`src/rtl/can_tx_pkg.sv`:
```
package can_tx_pkg;
  typedef enum logic [3:0] {
    FLD_IDLE, FLD_HDR, FLD_DATA, FLD_CRC, FLD_CRC_DELIM,
    FLD_ACK, FLD_ACK_DELIM, FLD_EOF, FLD_IFS
  } fld_e;
  localparam int DEF_ID_W      = 11;
  localparam int DEF_DLC_W     = 4;
  localparam int DEF_MAX_BYTES = 8;
  localparam int DEF_CRC_W     = 15;
  localparam logic [14:0] DEF_CRC_POLY = 15'h4599;
  localparam int DEF_STUFF_RUN = 5;
  localparam int DEF_EOF_LEN   = 7;
  localparam int DEF_IFS_LEN   = 3;
endpackage

```
`src/rtl/can_crc15.sv`:
```
module can_crc15 #(
  parameter int CRC_W = 15,
  parameter logic [CRC_W-1:0] POLY = 15'h4599
) (
  input  logic clk,
  input  logic rst_n,
  input  logic clear,
  input  logic update,
  input  logic shift_out,
  input  logic bit_in,
  output logic msb
);
  logic [CRC_W-1:0] crc_q;
  logic             fb;

  assign fb  = bit_in ^ crc_q[CRC_W-1];
  assign msb = crc_q[CRC_W-1];

  always_ff @(posedge clk) begin
    if (!rst_n)          crc_q <= '0;
    else if (clear)      crc_q <= '0;
    else if (update)     crc_q <= {crc_q[CRC_W-2:0], 1'b0} ^ (fb ? POLY : '0);
    else if (shift_out)  crc_q <= {crc_q[CRC_W-2:0], 1'b0};
  end

  // the check register starts every frame from zero
  p_crc_clear_r5: assert property (@(posedge clk) disable iff (!rst_n)
    clear |=> (crc_q == '0));
  p_crc_hold_r5: assert property (@(posedge clk) disable iff (!rst_n)
    !(clear || update || shift_out) |=> $stable(crc_q));
endmodule

```
`src/rtl/can_stuff_ctl.sv`:
```
module can_stuff_ctl #(
  parameter int RUN = 5
) (
  input  logic clk,
  input  logic rst_n,
  input  logic clear,
  input  logic emit,
  input  logic stuffable,
  input  logic raw_bit,
  output logic stuff_due,
  output logic stuff_bit
);
  localparam int RCW = $clog2(RUN + 1);
  logic [RCW-1:0] run_cnt;
  logic           run_val;

  assign stuff_due = (run_cnt == RCW'(RUN));
  assign stuff_bit = ~run_val;

  always_ff @(posedge clk) begin
    if (!rst_n || clear) begin
      run_cnt <= '0;
      run_val <= 1'b1;
    end else if (emit) begin
      if (stuff_due) begin
        run_val <= ~run_val;
        run_cnt <= RCW'(1);
      end else if (stuffable) begin
        if (run_cnt != '0 && raw_bit == run_val) run_cnt <= run_cnt + RCW'(1);
        else begin
          run_cnt <= RCW'(1);
          run_val <= raw_bit;
        end
      end else begin
        run_cnt <= '0;
      end
    end
  end

  p_run_bound_r6: assert property (@(posedge clk) disable iff (!rst_n)
    run_cnt <= RCW'(RUN));
  p_run_restart_r6: assert property (@(posedge clk) disable iff (!rst_n)
    (emit && stuff_due) |=> (run_cnt == RCW'(1)));
endmodule

```
`src/rtl/can_field_seq.sv`:
```
module can_field_seq
  import can_tx_pkg::*;
#(
  parameter int ID_W      = 11,
  parameter int DLC_W     = 4,
  parameter int MAX_BYTES = 8,
  parameter int CRC_W     = 15,
  parameter int EOF_LEN   = 7,
  parameter int IFS_LEN   = 3
) (
  input  logic                   clk,
  input  logic                   rst_n,
  input  logic                   load,
  input  logic [ID_W-1:0]        id,
  input  logic                   rtr,
  input  logic [DLC_W-1:0]       dlc,
  input  logic [MAX_BYTES*8-1:0] data,
  input  logic                   adv,
  input  logic                   crc_msb,
  output fld_e                   fld,
  output logic                   bit_o,
  output logic                   stuffable,
  output logic                   crc_cover,
  output logic                   last_bit,
  output logic                   busy
);
  localparam int HDR_W  = 1 + ID_W + 1 + 2 + DLC_W;
  localparam int DATA_W = MAX_BYTES * 8;
  localparam int CNT_W  = $clog2(HDR_W + DATA_W + CRC_W + EOF_LEN + IFS_LEN + 1);

  logic [HDR_W-1:0]  hdr_q;
  logic [DATA_W-1:0] data_q;
  logic [CNT_W-1:0]  cnt, nbits, nbits_d, nxt_cnt;
  fld_e              nxt_fld;

  always_comb begin
    if (rtr)                      nbits_d = '0;
    else if (int'(dlc) > MAX_BYTES) nbits_d = CNT_W'(DATA_W);
    else                          nbits_d = CNT_W'(dlc) << 3;
  end

  always_comb begin
    nxt_fld = FLD_IDLE;
    nxt_cnt = '0;
    case (fld)
      FLD_HDR: if (nbits == '0) begin
                 nxt_fld = FLD_CRC;  nxt_cnt = CNT_W'(CRC_W - 1);
               end else begin
                 nxt_fld = FLD_DATA; nxt_cnt = nbits - CNT_W'(1);
               end
      FLD_DATA:      begin nxt_fld = FLD_CRC;       nxt_cnt = CNT_W'(CRC_W - 1);   end
      FLD_CRC:       nxt_fld = FLD_CRC_DELIM;
      FLD_CRC_DELIM: nxt_fld = FLD_ACK;
      FLD_ACK:       nxt_fld = FLD_ACK_DELIM;
      FLD_ACK_DELIM: begin nxt_fld = FLD_EOF;       nxt_cnt = CNT_W'(EOF_LEN - 1); end
      FLD_EOF:       begin nxt_fld = FLD_IFS;       nxt_cnt = CNT_W'(IFS_LEN - 1); end
      default:       nxt_fld = FLD_IDLE;
    endcase
  end

  always_ff @(posedge clk) begin
    if (!rst_n) begin
      fld    <= FLD_IDLE;
      cnt    <= '0;
      hdr_q  <= '0;
      data_q <= '0;
      nbits  <= '0;
    end else if (load) begin
      fld    <= FLD_HDR;
      cnt    <= CNT_W'(HDR_W - 1);
      hdr_q  <= {1'b0, id, rtr, 2'b00, dlc};
      data_q <= data;
      nbits  <= nbits_d;
    end else if (adv) begin
      if (fld == FLD_HDR)  hdr_q  <= hdr_q << 1;
      if (fld == FLD_DATA) data_q <= data_q << 1;
      if (cnt != '0) cnt <= cnt - CNT_W'(1);
      else begin
        fld <= nxt_fld;
        cnt <= nxt_cnt;
      end
    end
  end

  always_comb begin
    case (fld)
      FLD_HDR:  bit_o = hdr_q[HDR_W-1];
      FLD_DATA: bit_o = data_q[DATA_W-1];
      FLD_CRC:  bit_o = crc_msb;
      default:  bit_o = 1'b1;
    endcase
  end

  assign stuffable = (fld == FLD_HDR) || (fld == FLD_DATA) || (fld == FLD_CRC);
  assign crc_cover = (fld == FLD_HDR) || (fld == FLD_DATA);
  assign last_bit  = (fld == FLD_IFS) && (cnt == '0);
  assign busy      = (fld != FLD_IDLE);

  // payload counter never exceeds the chosen byte count
  p_data_len_r4: assert property (@(posedge clk) disable iff (!rst_n)
    (fld == FLD_DATA) |-> (cnt < nbits));
  p_load_idle_r1: assert property (@(posedge clk) disable iff (!rst_n)
    load |-> (fld == FLD_IDLE));
endmodule

```
`src/rtl/can_frame_tx.sv`:
```
module can_frame_tx
  import can_tx_pkg::*;
#(
  parameter int ID_W      = DEF_ID_W,
  parameter int DLC_W     = DEF_DLC_W,
  parameter int MAX_BYTES = DEF_MAX_BYTES,
  parameter int CRC_W     = DEF_CRC_W,
  parameter logic [CRC_W-1:0] CRC_POLY = DEF_CRC_POLY,
  parameter int STUFF_RUN = DEF_STUFF_RUN,
  parameter int EOF_LEN   = DEF_EOF_LEN,
  parameter int IFS_LEN   = DEF_IFS_LEN
) (
  input  logic                   clk,
  input  logic                   rst_n,
  input  logic                   bit_tick,
  input  logic                   req_valid,
  output logic                   req_ready,
  input  logic [ID_W-1:0]        req_id,
  input  logic                   req_rtr,
  input  logic [DLC_W-1:0]       req_dlc,
  input  logic [MAX_BYTES*8-1:0] req_data,
  output logic                   busy,
  output logic                   done,
  output logic                   ack_ok,
  output logic                   tx,
  input  logic                   rx
);
  fld_e fld;
  logic accept, emit, adv;
  logic raw_bit, stuffable, crc_cover, last_bit, crc_msb;
  logic stuff_due, stuff_bit;

  assign req_ready = ~busy;
  assign accept    = req_valid & req_ready;
  assign emit      = bit_tick & busy;
  assign adv       = emit & ~stuff_due;

  can_field_seq #(
    .ID_W(ID_W), .DLC_W(DLC_W), .MAX_BYTES(MAX_BYTES),
    .CRC_W(CRC_W), .EOF_LEN(EOF_LEN), .IFS_LEN(IFS_LEN)
  ) u_seq (
    .clk(clk), .rst_n(rst_n), .load(accept),
    .id(req_id), .rtr(req_rtr), .dlc(req_dlc), .data(req_data),
    .adv(adv), .crc_msb(crc_msb), .fld(fld), .bit_o(raw_bit),
    .stuffable(stuffable), .crc_cover(crc_cover),
    .last_bit(last_bit), .busy(busy)
  );

  can_crc15 #(.CRC_W(CRC_W), .POLY(CRC_POLY)) u_crc (
    .clk(clk), .rst_n(rst_n), .clear(accept),
    .update(adv & crc_cover), .shift_out(adv & (fld == FLD_CRC)),
    .bit_in(raw_bit), .msb(crc_msb)
  );

  can_stuff_ctl #(.RUN(STUFF_RUN)) u_stuff (
    .clk(clk), .rst_n(rst_n), .clear(accept), .emit(emit),
    .stuffable(stuffable), .raw_bit(raw_bit),
    .stuff_due(stuff_due), .stuff_bit(stuff_bit)
  );

  always_ff @(posedge clk) begin
    if (!rst_n) begin
      tx     <= 1'b1;
      done   <= 1'b0;
      ack_ok <= 1'b0;
    end else begin
      done <= adv & last_bit;
      if (emit) tx <= stuff_due ? stuff_bit : raw_bit;
      if (accept) ack_ok <= 1'b0;
      else if (adv && fld == FLD_ACK_DELIM) ack_ok <= ~rx;
    end
  end

  p_idle_tx_r2: assert property (@(posedge clk) disable iff (!rst_n)
    !busy |-> tx);
  p_tick_only_r10: assert property (@(posedge clk) disable iff (!rst_n)
    !bit_tick |=> $stable(tx));
  p_stuff_flip_r6: assert property (@(posedge clk) disable iff (!rst_n)
    (emit && stuff_due) |=> (tx != $past(tx)));
  p_trailer_recessive_r7: assert property (@(posedge clk) disable iff (!rst_n)
    (adv && !stuffable && fld != FLD_IDLE) |=> tx);
  p_done_idle_r9: assert property (@(posedge clk) disable iff (!rst_n)
    done |-> !busy);
  p_busy_fall_r9: assert property (@(posedge clk) disable iff (!rst_n)
    $fell(busy) |-> done);
  p_ack_clear_r8: assert property (@(posedge clk) disable iff (!rst_n)
    accept |=> !ack_ok);
  p_accept_busy_r1: assert property (@(posedge clk) disable iff (!rst_n)
    accept |=> busy);
endmodule

```
`config.mk`:
```
export PLATFORM = sky130hd
export DESIGN_NAME = can_frame_tx
export DESIGN_NICKNAME = d
export VERILOG_FILES = /design/src/rtl/can_tx_pkg.sv /design/src/rtl/can_crc15.sv /design/src/rtl/can_stuff_ctl.sv /design/src/rtl/can_field_seq.sv /design/src/rtl/can_frame_tx.sv
export SDC_FILE = /design/constraint.sdc
export NUM_CORES = 1
export LEC_CHECK = 0
export BUFFER_PORTS_ARGS = -buffer_cell sky130_fd_sc_hd__buf_2
export CAP_MARGIN = 30
export CORE_MARGIN = 4
export CORE_UTILIZATION = 40
export DETAILED_ROUTE_END_ITERATION = 7
export HOLD_SLACK_MARGIN = 0.05
export PLACE_DENSITY = 0.62
export SLEW_MARGIN = 20
export SYNTH_ARGS = -nofsm -noshare
export SYNTH_HDL_FRONTEND = slang
export SYNTH_SLANG_ARGS = --single-unit
```
`constraint.sdc`:
```
create_clock -name clk -period 2 [get_ports clk]
set_input_delay 0.4 -clock clk [delete_from_list [all_inputs] [get_ports clk]]
set_output_delay 0.4 -clock clk [all_outputs]
set_load 0.01 [all_outputs]
```
## After elaboration in Yosys (flattened, before gate mapping)

Index checks and enable logic that the tools add are counted.
Widths: inputs -> output; s select.

- Register bits after elaboration: 123
- Bits in latches: 0
- RAM bits: 0
- ROM bits: 0
- Input bits: 85
- Output and inout bits: 5
- Word-level logic and storage cells: 97
- Memories kept: 0

- Add/subtract/negate cells: 3
- Multiply operators: 0
- Div/mod/pow operators: 0
- Magnitude comparators: 1
- Equality and inequality tests: 12
- Shift operators: 0
- Mux-type cells: 29
- Bitwise logic cells: 14
- Reductions and logical operators: 24

Operator list:

| kind | number |
|---|---|
| $mux 64 | 3 |
| $mux 18 | 3 |
| $mux 15 | 3 |
| $mux 7 | 4 |
| $pmux 4 s7 | 1 |
| $pmux 7 s4 | 1 |
| $eq 4x3->1 const B | 4 |
| $xor 15x15->15 | 1 |
| $logic_not 7->1 | 2 |
| $sub 7x1->7 const B | 2 |
| $mux 5 | 2 |
| $reduce_and 2->1 | 5 |
| $reduce_bool 2->1 | 5 |
| $mux 3 | 3 |
| $eq 4x2->1 const B | 2 |
| $mux 1 | 8 |
| $reduce_bool 7->1 | 1 |
| $and 1x1->1 | 6 |
| $not 1->1 | 6 |
| $eq 4x1->1 const B | 1 |
| $eq 4x4->1 const B | 1 |
| $gt 4x4->1 const B | 1 |
| $reduce_bool 4->1 | 1 |
| $add 3x1->3 const B | 1 |
| other kinds (12) | 16 |

## Logic depth before layout (Yosys ltp)

- Word-level depth: 7
- Depth in mapped cells: 10
- Mapped depth without buffers: 7

## Hierarchy

Synthesis repeated with hierarchy kept, for this count alone.

- Cell total of the unflattened synthesis: 615
- Area, all modules: 5635.4 um2

By module, submodules not included:

| module | instances | cells an instance | area each (um2) | sequential area each (um2) |
|---|---|---|---|---|
| can_field_seq | 1 | 493 | 4470.5 | 1961.9 |
| can_crc15 | 1 | 69 | 664.4 | 300.3 |
| can_stuff_ctl | 1 | 33 | 304.0 | 80.1 |
| can_frame_tx | 1 | 20 | 196.4 | 60.1 |

## Worst setup path before layout

Ideal clock, no wire load.

- Path kind: flip-flop to flip-flop
- From: register u_stuff.run_cnt[1]
- To: register u_seq.data_q[10]
- Setup time: 147 ps
- Arrival: 1706 ps
- Data required time: 1853 ps
- Setup slack: 147 ps
- Cell stages (with the launch flop): 9
- Path buffers: 2
- Clock period less this slack: 1853 ps
- Path through: dfxtp_1 -> inv_1 -> ha_1 -> nand2_1 -> o2111ai_2 -> o21ai_4 -> buf_4 -> buf_4 -> a311oi_2

- Cells in the longest elaborated chain, start to end: 5

Ends and longest elaborated chain:

| element | line | text |
|---|---|---|
| from (decl) | can_stuff_ctl.sv:14 | `logic [RCW-1:0] run_cnt;` |
| from (signal assigned) | can_stuff_ctl.sv:29 | `if (run_cnt != '0 && raw_bit == run_val) run_cnt <= run_cnt + RCW'(1);` |
| $eq 3x3->1 | can_stuff_ctl.sv:17 | `assign stuff_due = (run_cnt == RCW'(RUN));` |
| $not 1->1 | can_frame_tx.sv:36 | `assign adv = emit & ~stuff_due;` |
| $and 1x1->1 | can_frame_tx.sv:36 |  |
| $reduce_bool 2->1 (no line) | - |  |
| $reduce_and 2->1 (no line) | - |  |
| to (signal assigned) | can_field_seq.sv:72 | `data_q <= data;` |
| to (signal assigned) | can_field_seq.sv:76 | `if (fld == FLD_DATA) data_q <= data_q << 1;` |
| to (decl) | can_field_seq.sv:32 | `logic [DATA_W-1:0] data_q;` |

Every way passes these cells.
A chain may end at the register's enable or synchronous reset.

## Worst setup path in the final report

- From: register u_stuff.run_cnt[1]
- To: register u_seq.data_q[20]

Same word-level chain as after synthesis.

==> results.cfg <==
[floorplanning]
num_rows = 44
dieArea_mm2 = 0.0168
fp.dieW_um = 130
die_height_um = 130
start_util_pct = 40.8
io_pins = 90
core_area_mm2 = 0.0145

[clocking]
clockRootBuffer = clkbuf_16
cts_num_sinks = 120
clockBufferDepth = 2
clk_pin_slew_ns = 0.05
h-tree-depth = 4
cts_inserted_buffers = 17
clock_latency_ns = 0.41
cts_tree = built

[critical_path]
cpMostUsedCell = buf_12
path_max_fanout = 24
crit_required_ns = 2.31
critPathLaunch = u_stuff.run_cnt[1]
worst_ep_arrival_time_ns = 2.19
max_stage_delay_ns = 0.35
worst-setup-path-type = reg -> reg
crit_end = u_seq.data_q[20]
r2r_setup_slack_ns = 0.12
endpoint_kind = register
timing.rr.start = u_stuff.run_cnt[1]
cp.depth = 9
r2r_cells = 9
cpMaxStageDelayCell = dfxtp_1
crit_chain = inv_1 -> ha_1 -> nand2_2 -> o2111ai_4 -> o21ai_4 -> buf_12 -> buf_12 -> nor2_1 -> a311oi_2
critical_path_buf_inv_count = 3
start_kind = register
worstReg2RegEnd = u_seq.data_q[20]
cp_top_family = compound AO/OA/AOI/OAI gates

[synthesis]
synth-edff-count = 0
synth_top_area_cell = dfxtp_1
synth.net_count = 792
synth.distinct_cells = 51
synthCells = 701
synth_area_per_cell_um2 = 8.43
synth.area.top_cells = dfxtp_1 (41%), a311oi_2 (16%), nand2_1 (13%)
ys_seq_area_share_pct = 40.7
synth-main-ff-cell = dfxtp_1
yosysWarnings = 0
synthArstFlopShare_pct = 0
ys_ff_latch = 120
syn_area_mm2 = 0.00591
synth.top_cell.area_share_pct = 40.7

[timing]
whs_ns = 0.252
fmax_mhz = 532
finalHoldViolations = 0
skew_ns = 0.00629
fin_crit_sh_pct = 94.0
worstMarginPinSlew_ns = 0.374
slew_violations = 0
relSlewSlack_pct = 75.1
setup_viol = 0
fin_crit_ns = 1.88

[final_layout]
seqCellArea_mm2 = 0.00240
post-route-util_pct = 50.7
final_layout_size_suffix_gt1_share_pct = 29.4
nFillCells = 1357
diodes = 0
multiInputGateArea_mm2 = 0.00316
fin_nets = 884
area_growth_pct = 24.3
finalInstanceArea_mm2 = 0.00734

[status]
status = finished, final reports clean

[global_routing]
grt.total_usage_pct = 17.3
antenna_found_initial = 1
grt_pass1_wl_mm = 23.2
grt_overflow = 0
grt_max_degree = 54
grt_pass1_vias = 4878

[placed_design]
io_buffers = 89
dp_hpwl_mm = 9.68
placed_cell_area_mm2 = 0.00663
routabilityCongestion = 0.878

[routing]
drt-vias-per-instance = 5.29
vias = 5235
ant_nets = 0
wirelength_mm = 14.1
dr.pass1.iters = 5
initialDrtViolationCount = 304
detail_route.wl_per_cell_um = 14.3
drc = 0

[power_and_ir_drop]
irDropWorstVdd_uv = 851
p_per_area_mw_per_mm2 = 935
leakagePower_uw = 0.00272

[min_path]
hp-class = in -> reg
min_from = req_dlc[0]

[run]
max-cap-violations = 0
[how the worst min path moves through the flow]
stage | end | slack, ns | depth (start not counted)
2_1_floorplan | u_crc.crc_q[11] | 0.43 | 2
3_3_place_gp | u_crc.crc_q[2] | 0.44 | 2
3_5_place_dp | u_crc.crc_q[6] | 0.44 | 2
4_1_cts | u_seq.hdr_q[0] | 0.23 | 3
5_1_grt | u_seq.hdr_q[0] | 0.24 | 3
6_report | u_seq.hdr_q[0] | 0.25 | 3
[registers in the layout, indices dropped and copies added, names as in the netlist]
name and cells:
u_crc.crc_q 15, u_stuff.run_val 1, tx 1, u_seq.cnt 7
done 1, ack_ok 1, u_seq.fld 4, u_seq.hdr_q 19
u_seq.nbits 4, u_seq.data_q 64, u_stuff.run_cnt 3
[worst register-to-register path, stage by stage, from the launching register on]
cell and delay [ns]:
dfxtp_1 0.35, inv_1 0.08, ha_1 0.21, nand2_2 0.11, o2111ai_4 0.14, o21ai_4 0.26, buf_12 0.17, buf_12 0.17
nor2_1 0.07, a311oi_2 0.24
[layout make-up]
cell class | count | area share (%)
clock inverter | 8 | 1.64
tap | 184 | 3.14
sequential | 120 | 32.7
multi-input combinational | 513 | 43.1
inverter | 11 | 0.579
timing repair buffer | 130 | 12.4
clock buffer | 23 | 6.51
[power breakdown]
part	switching, µW	internal, µW	leakage [µW]
sequential	100	2570	0.000986
clock	1050	2040	0.000289
combinational	623	470	0.00144
total	1780	5090	0.00272
[Yosys cell counts, drive strengths merged, types with 7 or more instances]
cell type	number
a21oi	45
buf	34
a31oi	17
o21ai	34
dfxtp	120
clkbuf	23
nor2	80
nand3	8
a311oi	64
inv	11
xnor2	7
nand2	202
xor2	7
[cell usage in the layout, fill, tap and decap left out, types with 4 or more instances in the layout]
| master | synthesis | routed |
|---|---|---|
| nor2_1 | 77 | 77 |
| a31oi_1 | 17 | 17 |
| buf_2 | 12 | 89 |
| xnor2_1 | 7 | 7 |
| a21oi_1 | 45 | 45 |
| nand3_1 | 7 | 7 |
| buf_12 | 0 | 9 |
| buf_4 | 16 | 29 |
| clkinv_2 | 0 | 4 |
| clkbuf_16 | 0 | 18 |
| inv_1 | 10 | 9 |
| ha_1 | 6 | 6 |
| o21ai_0 | 33 | 33 |
| nand4_1 | 5 | 5 |
| dfxtp_1 | 120 | 120 |
| nand2_1 | 202 | 200 |
| nor3_1 | 6 | 6 |
| xor2_1 | 7 | 7 |
| a311oi_2 | 63 | 63 |
[routing by layer]
metal	share of wire [%]	routed length [µm]	GRT usage, %	vias up
met5	0.050	7	0	-
met3	5.2	740	5.89	13
li1	-	-	-	2622
met2	48	6730	27.5	119
met4	1.8	256	5.56	2
met1	45	6370	22.1	2479
[per-stage QoR]
| stage | setup WS (ns) | std cells | setup TNS, ns | power, µW |
|---|---|---|---|---|
| floorplan | 0.147 | 701 | 0 | 3470 |
| global placement | 0.145 | 950 | 0 | 3740 |
| detailed placement | 0.0855 | 950 | 0 | 3780 |
| global route | -0.0244 | 989 | -0.0935 | 7200 |
| CTS | 0.0591 | 981 | 0 | 6890 |
| finish | 0.120 | 989 | 0 | 6870 |
[timing repair]
action	CTS	global route
endpoints found under the setup margin	0	38
gates resized for setup	0	6
hold buffers	0	0
buffers inserted	0	7
[logic make-up (layout without fill, tap and decap cells)]
logic type,count (synthesis),after routing,share of synthesized area [%]
compound gates,172,172,27.0
xor+xnor,14,14,2.08
fa+ha+maj,6,6,1.27
buf+inv,68,172,6.25
flops,120,120,40.7
mux,3,3,0.508
simple gates,318,318,22.2
No activity file was read; power rests on OpenSTA's default activity.
